File: config.mk
export PLATFORM = sky130hd
export DESIGN_NAME = rank_diff_combiner
export DESIGN_NICKNAME = d
export VERILOG_FILES = /design/src/rtl/rdc_pkg.sv /design/src/rtl/rdc_diff.sv /design/src/rtl/rdc_cfg_bank.sv /design/src/rtl/rdc_channel.sv /design/src/rtl/rank_diff_combiner.sv
export SDC_FILE = /design/constraint.sdc
export NUM_CORES = 2
export LEC_CHECK = 0
export ABC_AREA = 1
export BUFFER_PORTS_ARGS = -buffer_cell sky130_fd_sc_hd__clkbuf_2
export CAP_MARGIN = 10
export CORE_ASPECT_RATIO = 1.75
export CORE_MARGIN = 8
export CORE_UTILIZATION = 65
export DETAILED_ROUTE_END_ITERATION = 10
export PLACE_DENSITY_LB_ADDON = 0.1
export REMOVE_ABC_BUFFERS = 1
export SLEW_MARGIN = 10
export SYNTH_ARGS = -nofsm -noshare
export SYNTH_HDL_FRONTEND = slang
export SYNTH_SLANG_ARGS = --single-unit
File: constraint.sdc
create_clock -name clk -period 6.7 [get_ports clk]
set_input_delay 1.34 -clock clk [delete_from_list [all_inputs] [get_ports clk]]
set_output_delay 1.34 -clock clk [all_outputs]
set_load 0.02 [all_outputs]
File: src/rtl/rdc_pkg.sv
package rdc_pkg;

   typedef enum logic {
      CFG_WEIGHT = 1'b0,
      CFG_MASK   = 1'b1
   } cfg_kind_e;

   // bits of headroom needed to add n unsigned terms
   function automatic int unsigned growth_bits(input int unsigned n);
      return (n <= 1) ? 0 : $clog2(n);
   endfunction

endpackage

File: src/rtl/rdc_diff.sv
module rdc_diff #(
   parameter int W = 8,
   parameter int N = 9
) (
   input  logic [N*W-1:0] in_samples,
   output logic [N*W-1:0] diff_o
);

   localparam logic [W-1:0] TOP = {W{1'b1}};

   for (genvar k = 0; k < N; k++) begin : g_rank
      assign diff_o[k*W +: W] = TOP - in_samples[k*W +: W];
   end

endmodule

File: src/rtl/rdc_cfg_bank.sv
module rdc_cfg_bank
   import rdc_pkg::*;
#(
   parameter int N  = 9,
   parameter int CH = 2,
   parameter int WW = 4,
   localparam int IW = $clog2(N),
   localparam int CW = (CH > 1) ? $clog2(CH) : 1
) (
   input  logic             clk,
   input  logic             rst_n,
   input  logic             cfg_we,
   input  cfg_kind_e        cfg_kind_i,
   input  logic [CW-1:0]    cfg_ch,
   input  logic [IW-1:0]    cfg_idx,
   input  logic [N-1:0]     cfg_wdata,
   output logic [CH*N-1:0]  mask_o,
   output logic [CH*N*WW-1:0] weight_o
);

   for (genvar c = 0; c < CH; c++) begin : g_chan
      logic         ch_hit;
      logic [N-1:0] mask_q;

      assign ch_hit = cfg_we && (cfg_ch == CW'(c));

      always_ff @(posedge clk or negedge rst_n) begin
         if (!rst_n) begin
            mask_q <= '0;
         end else if (ch_hit && cfg_kind_i == CFG_MASK) begin
            mask_q <= cfg_wdata;
         end
      end
      assign mask_o[c*N +: N] = mask_q;

      for (genvar k = 0; k < N; k++) begin : g_wt
         logic          wt_hit;
         logic [WW-1:0] wt_q;

         assign wt_hit = ch_hit && (cfg_kind_i == CFG_WEIGHT) && (cfg_idx == IW'(k));

         always_ff @(posedge clk or negedge rst_n) begin
            if (!rst_n) begin
               wt_q <= '0;
            end else if (wt_hit) begin
               wt_q <= cfg_wdata[WW-1:0];
            end
         end
         assign weight_o[(c*N + k)*WW +: WW] = wt_q;
      end
   end

endmodule

File: src/rtl/rdc_channel.sv
module rdc_channel
   import rdc_pkg::*;
#(
   parameter int W      = 8,
   parameter int N      = 9,
   parameter int WW     = 4,
   parameter bit SAT_EN = 1'b0,
   localparam int PW = W + WW,
   localparam int RW = W + WW + int'(growth_bits(N)),
   localparam int OW = SAT_EN ? W : RW
) (
   input  logic            clk,
   input  logic            rst_n,
   input  logic            load_s1,
   input  logic            load_s2,
   input  logic [N*W-1:0]  diff_i,
   input  logic [N-1:0]    mask_i,
   input  logic [N*WW-1:0] weight_i,
   output logic [OW-1:0]   result_o
);

   logic [N*PW-1:0] prod_flat;
   logic [RW-1:0]   sum_c;
   logic [OW-1:0]   res_c;
   logic [OW-1:0]   result_q;

   // stage 1: one gated product per rank
   for (genvar k = 0; k < N; k++) begin : g_term
      logic [PW-1:0] d_ext;
      logic [PW-1:0] w_ext;
      logic [PW-1:0] prod_c;
      logic [PW-1:0] prod_q;

      assign d_ext  = PW'(diff_i[k*W +: W]);
      assign w_ext  = PW'(weight_i[k*WW +: WW]);
      assign prod_c = mask_i[k] ? (d_ext * w_ext) : '0;

      always_ff @(posedge clk or negedge rst_n) begin
         if (!rst_n) begin
            prod_q <= '0;
         end else if (load_s1) begin
            prod_q <= prod_c;
         end
      end
      assign prod_flat[k*PW +: PW] = prod_q;
   end

   // stage 2: full-width accumulation
   always_comb begin
      sum_c = '0;
      for (int k = 0; k < N; k++) begin
         sum_c = sum_c + RW'(prod_flat[k*PW +: PW]);
      end
   end

   if (SAT_EN) begin : g_clip
      localparam logic [RW-1:0] TOP_EXT = RW'({W{1'b1}});
      assign res_c = (sum_c > TOP_EXT) ? {W{1'b1}} : sum_c[W-1:0];
   end else begin : g_full
      assign res_c = sum_c;
   end

   always_ff @(posedge clk or negedge rst_n) begin
      if (!rst_n) begin
         result_q <= '0;
      end else if (load_s2) begin
         result_q <= res_c;
      end
   end
   assign result_o = result_q;

endmodule

File: src/rtl/rank_diff_combiner.sv
module rank_diff_combiner
   import rdc_pkg::*;
#(
   parameter int W      = 8,
   parameter int N      = 9,
   parameter int CH     = 2,
   parameter int WW     = 4,
   parameter bit SAT_EN = 1'b0,
   localparam int IW = $clog2(N),
   localparam int CW = (CH > 1) ? $clog2(CH) : 1,
   localparam int RW = W + WW + int'(growth_bits(N)),
   localparam int OW = SAT_EN ? W : RW
) (
   input  logic             clk,
   input  logic             rst_n,
   input  logic             in_valid,
   input  logic [N*W-1:0]   in_samples,
   input  logic             cfg_we,
   input  logic             cfg_is_mask,
   input  logic [CW-1:0]    cfg_ch,
   input  logic [IW-1:0]    cfg_idx,
   input  logic [N-1:0]     cfg_wdata,
   output logic             out_valid,
   output logic [CH*OW-1:0] out_result
);

   initial begin
      assert (W >= 2 && W <= 24) else $error("rank_diff_combiner: W out of range");
      assert (N >= 2) else $error("rank_diff_combiner: N must be at least 2");
      assert (CH >= 1) else $error("rank_diff_combiner: CH must be at least 1");
      assert (WW >= 1 && WW <= N) else $error("rank_diff_combiner: WW must fit in cfg_wdata");
   end

   logic [N*W-1:0]     diff_all;
   logic [CH*N-1:0]    mask_all;
   logic [CH*N*WW-1:0] weight_all;
   cfg_kind_e          cfg_kind;
   logic               v1_q;
   logic               v2_q;

   assign cfg_kind = cfg_kind_e'(cfg_is_mask);

   always_ff @(posedge clk or negedge rst_n) begin
      if (!rst_n) begin
         v1_q <= 1'b0;
         v2_q <= 1'b0;
      end else begin
         v1_q <= in_valid;
         v2_q <= v1_q;
      end
   end
   assign out_valid = v2_q;

   rdc_diff #(.W(W), .N(N)) u_diff (
      .in_samples (in_samples),
      .diff_o     (diff_all)
   );

   rdc_cfg_bank #(.N(N), .CH(CH), .WW(WW)) u_cfg (
      .clk        (clk),
      .rst_n      (rst_n),
      .cfg_we     (cfg_we),
      .cfg_kind_i (cfg_kind),
      .cfg_ch     (cfg_ch),
      .cfg_idx    (cfg_idx),
      .cfg_wdata  (cfg_wdata),
      .mask_o     (mask_all),
      .weight_o   (weight_all)
   );

   for (genvar c = 0; c < CH; c++) begin : g_out
      rdc_channel #(.W(W), .N(N), .WW(WW), .SAT_EN(SAT_EN)) u_ch (
         .clk      (clk),
         .rst_n    (rst_n),
         .load_s1  (in_valid),
         .load_s2  (v1_q),
         .diff_i   (diff_all),
         .mask_i   (mask_all[c*N +: N]),
         .weight_i (weight_all[c*N*WW +: N*WW]),
         .result_o (out_result[c*OW +: OW])
      );
   end

endmodule

# Word level (Yosys, flattened, before mapping)
# Index checks and enable logic that the tools add are counted.
# word_totals
register_bits	340
output_inout_bits	33
elab_cells	138
# op_classes
add_sub_neg	25
multipliers	18
n_eq_ne	8
mux	18
bitwise	2
n_reduce_logical	25
# op_table
cell	count
$add 16x12->16	14
$mul 8x4->12	18
$mux 12	18
$sub 8x8->8 const A	9
$add 12x12->13	2
$logic_and 1x1->1	24
$eq 4x3->1 const B	4
$eq 4x2->1 const B	2
$eq 4x1->1 const B	1
$eq 4x4->1 const B	1
$logic_not 4->1	1
$not 1->1	2

# Depth between registers and ports, before layout
# depth
ltp_word	8
ltp_mapped	28
ltp_nobuf	28

# By module
# From an unflattened synthesis, not the netlist that was laid out.
# hier_totals
cells_unflattened	4883
hier_area_um2	36352.4
# by_module_without_submodules
mod	instances	cells_per_inst	area_each_um2	seq_area_each_um2
rdc_channel at g_out[1].u_ch	1	2194	16180.5	3103.0
rdc_channel at g_out[0].u_ch	1	2194	16164.3	3103.0
rdc_cfg_bank	1	421	3687.3	2252.2
rdc_diff	1	72	270.3	0.0
rank_diff_combiner	1	2	50.0	50.0

# Least setup slack after synthesis
# OpenSTA, ideal clock, no wires.
# synth_path
path_kind	register to register
startpoint	register g_out[1].u_ch.g_term[3].prod_q[1]
endpoint	register g_out[1].u_ch.result_q[7]
arrival_time_ns	4.982
setup_slack_ns	1.600
stages_incl_launch_ff	24
n_path_buf	0
cell_sequence	dfrtp_1 inv_1 fa_1 fa_1 inv_1 ha_1 inv_1 fa_1 o31ai_1 xnor2_1 inv_1 fa_1 inv_1 fa_1 inv_1 fa_1 ha_1 nand2_1 inv_1 nand2_1 nand2_1 or2_2 nand3_1 nand2_1
# synth_via
elab_chain_len	6
# synth_rtl
item	line	source
start: declaration	rdc_channel.sv:32	logic [PW-1:0] prod_q;
start signal: assignment	rdc_channel.sv:42	prod_q <= prod_c;
$add 16x12->16 (6 in series)	rdc_channel.sv:52	sum_c = sum_c + RW'(prod_flat[k*PW +: PW]);
end signal: assignment	rdc_channel.sv:67	result_q <= res_c;
end: declaration	rdc_channel.sv:25	logic [OW-1:0] result_q;
# Every way passes these cells.
# A chain may end at the register's enable or synchronous reset.

# Worst setup path after layout
# layout_path
startpoint	register g_out[1].u_ch.g_term[3].prod_q[1]
endpoint	register g_out[1].u_ch.result_q[14]
# The elaborated chain is that of the path after synthesis.

==> results.md <==
* Via count at 30900
* ANT nets after route at 0
* Clock Power Share at 23.6%
* PostCTS Resize Cnt at 0
* Synth area leaders: dfrtp_1 24%, fa_1 20%, nand2_1 15%
* Synth warn at 0
* Peak VDD IR at 0.218 mV
* Post-route DRC at 0
* Most frequent cells after synthesis: 1445 x nand2_1, 942 x inv_1, 420 x nor2_1
* Worst-path maximum fanout at 5
* Crit path kind: register to register
* Hold Crit Depth at 2
* Flop2flop setup slack at 1.01 ns
* Vias in the first global route at 31900
* Post-CTS setup buffer count at 0
* Comb power frac at 48.5%
* Primary FF master, synth: dfrtp_1
* Die ar. at 62800 µm²
* Fraction of registers with async set/reset at 100%
* Sw frac at 44.9%
* WL final at 105 mm
* Slew Limit Fails at 0
* Tot Pwr at 9580 µW
* Worst R2R End: g_out[1].u_ch.result_o[14]
* Hold Violations, Final at 0
* Cts bufs inserted at 39
* Yosys top cell area share at 23.9%
* Post-DP HPWL at 85.8 mm
* Net count, final at 5662
* #FFs+latches synth at 340
* Worst hold path class: register to register
* Type of destination of the critical path: register
* Max-cap violations at 0
* CTS root buf: clkbuf_16
* Crit start category: register
* Pint at 5270 µW
* CTS clk-pin slew, worst paths at 0.07 ns
* Worst endpoint required time at 7.16 ns
* Register-to-Register Path Depth at 25
* CP arrival at 6.15 ns
* Crit path time final at 5.69 ns
* CTS Sinks at 340
* WL/cell at 18.9 µm
* Detailed Routing Iterations Pass 1 at 6
* Layout Skew at 0.0162 ns
* Most common cell in the netlist: nand2_1
* Clock tree buffer depth at 3
* Dpl cell area at 36800 µm²
* Syn-to-layout area delta at 7.11%
* Outcome: complete, no violations
* GRT Overall Usage at 34.5%
* Least-Margin Pin Slew at 1.05 ns
* Fin Setup TNS at 0 ns
* Period utilization at 85.0%
* Cell accounting for the most synthesized area: dfrtp_1
* Cell Pwr Density at 251 nW/µm²
* Reg-to-Reg Start: g_out[1].u_ch.g_term[3].prod_q[1]
* CTS tree: yes
* Global-route wire length before repair at 167 mm
* Hold EP: g_out[1].u_ch.result_o[0]
* Chip width at 193 µm
* Post-synth EDFFs at 0
* Boundary Pins at 124
* Cells after Synth at 4789
* # hold bufs at CTS at 0
* Largest net degree at the start of global routing at 161
* Layout cells sized above 1 at 4.51%
* Sequential element share of the synthesized area at 23.9%
* N_diodes at 0
* Final instance area at 38100 µm²
* Min-Delay Startpoint: g_out[1].u_ch.result_o[0]
* Core area at 54200 µm²
* 1st-iter DRT viols at 1835
* Maximum achievable frequency at 176 MHz
* Initial antenna violation count at 1
* P_leak at 0.0219 µW
* RSZ-0062 raised after global routing: false
* Via density at 5.53
* Final GP Congestion at 0.958
* H-tree levels at 2
* Initial Utilization at 65.7%
* Finish-stage setup viols at 0
* Remaining global-route overflow at 0
* Clk_lat worst skew at 0.59 ns
* Distinct cells, synth at 31
* Fill count at 4663
* Mean post-synth cell area at 7.43 µm²
* Sw Pwr at 4300 µW
* Fraction of power consumed by sequential logic at 27.9%
* Post-Syn Area at 35600 µm²
* Die Ht at 326 µm
* Std-Cell Rows at 113
* Rel. slew slack at 29.6%
* Port bufs at 123
[metrics by stage]
step	hold WS [ns]	cells	setup slack, ns	utilization [%]
after floorplan	0.453	4691	1.59	-
after global placement	0.457	5516	1.11	68.0
after detailed placement	0.462	5516	1.03	68.0
after CTS	0.476	5586	1.00	70.4
after global routing	0.497	5586	0.620	70.4
final	0.467	5586	1.01	70.4
[power groups by stage]
stage | clock [µW] | combinational [µW] | sequential (µW)
final | 2260 | 4650 | 2670
after global routing | 2350 | 5280 | 2700
after CTS | 2290 | 4630 | 2660
after detailed placement | 0 | 4600 | 2700
after global placement | 0 | 4480 | 2690
after floorplan | 0 | 3180 | 2640
[cells by family (layout without fill, tap and decap cells)]
family / Yosys count / after routing / share of synthesized area (%)
compound gates: 482 / 482 / 7.35
flops: 340 / 340 / 23.9
xor+xnor: 20 / 20 / 0.492
simple gates: 2202 / 2202 / 24.9
fa+ha+maj: 704 / 704 / 32.3
buf+inv: 1041 / 1148 / 11.0
[registers in the layout, indices dropped and copies added (netlist names)]
name	cells
u_cfg.g_chan.g_wt.wt_q	72
g_out.u_ch.g_term.prod_q	216
g_out.u_ch.result_o	32
u_cfg.g_chan.mask_q	18
v1_q	1
out_valid	1
[routing by layer]
layer	track usage [%]	wire, µm
met5	0	0
met4	30.4	11300
met3	4.55	4920
met2	59.9	53000
met1	35.5	36200
[worst max-delay path: stages, from the launching register on]
cell,delay (ns)
dfrtp_1,0.33
inv_1,0.07
fa_1,0.55
fa_1,0.41
inv_1,0.07
ha_1,0.15
inv_1,0.07
fa_1,0.48
o31ai_1,0.38
nand2_1,0.09
nand2_1,0.10
xor2_1,0.34
fa_1,0.48
inv_1,0.08
fa_1,0.40
inv_1,0.08
fa_1,0.41
ha_1,0.38
nand2_1,0.11
nor2_1,0.15
and2_1,0.14
nand2_1,0.07
nand3_1,0.08
nand2_1,0.05
nand3_1,0.07
nand2_1,0.06
[cell type report]
cell class,count,area (µm²),share of cell area (%)
flip-flops and latches,340,8510,22.3
clock inverters,16,164,0.430
well taps,690,863,2.26
multi-input cells,3408,23200,60.8
repair buffers,135,731,1.92
clock buffers,54,1140,3.00
inverters,943,3540,9.29
[how the worst max path moves through the flow]
stage                                           start                    endpoint  slack, ns  cells past startpoint
detailed placement  g_out[1].u_ch.g_term[3].prod_q[1]  g_out[1].u_ch.result_o[11]       1.03                     24
CTS                 g_out[1].u_ch.g_term[3].prod_q[1]  g_out[1].u_ch.result_o[11]       1.00                     24
global placement    g_out[1].u_ch.g_term[3].prod_q[1]  g_out[1].u_ch.result_o[14]       1.11                     25
floorplan           g_out[1].u_ch.g_term[3].prod_q[1]   g_out[1].u_ch.result_o[7]       1.59                     23
global route        g_out[1].u_ch.g_term[3].prod_q[1]  g_out[1].u_ch.result_o[11]       0.62                     24
finish              g_out[1].u_ch.g_term[3].prod_q[1]  g_out[1].u_ch.result_o[14]       1.01                     25
[cells in the final DEF, fill, tap and decap left out, drive strengths merged, types with 9 or more instances in the layout]
cell,count
nor2,420
inv,943
nand3,236
o21a,18
clkbuf,175
o21ai,243
o22ai,29
a21oi,161
dfrtp,340
or2,13
a32o,14
nand2,1445
nor3,19
buf,14
fa,360
xnor2,11
nand4,47
xor2,9
ha,344
nand3b,20
No activity file was read; power rests on OpenSTA's default activity.
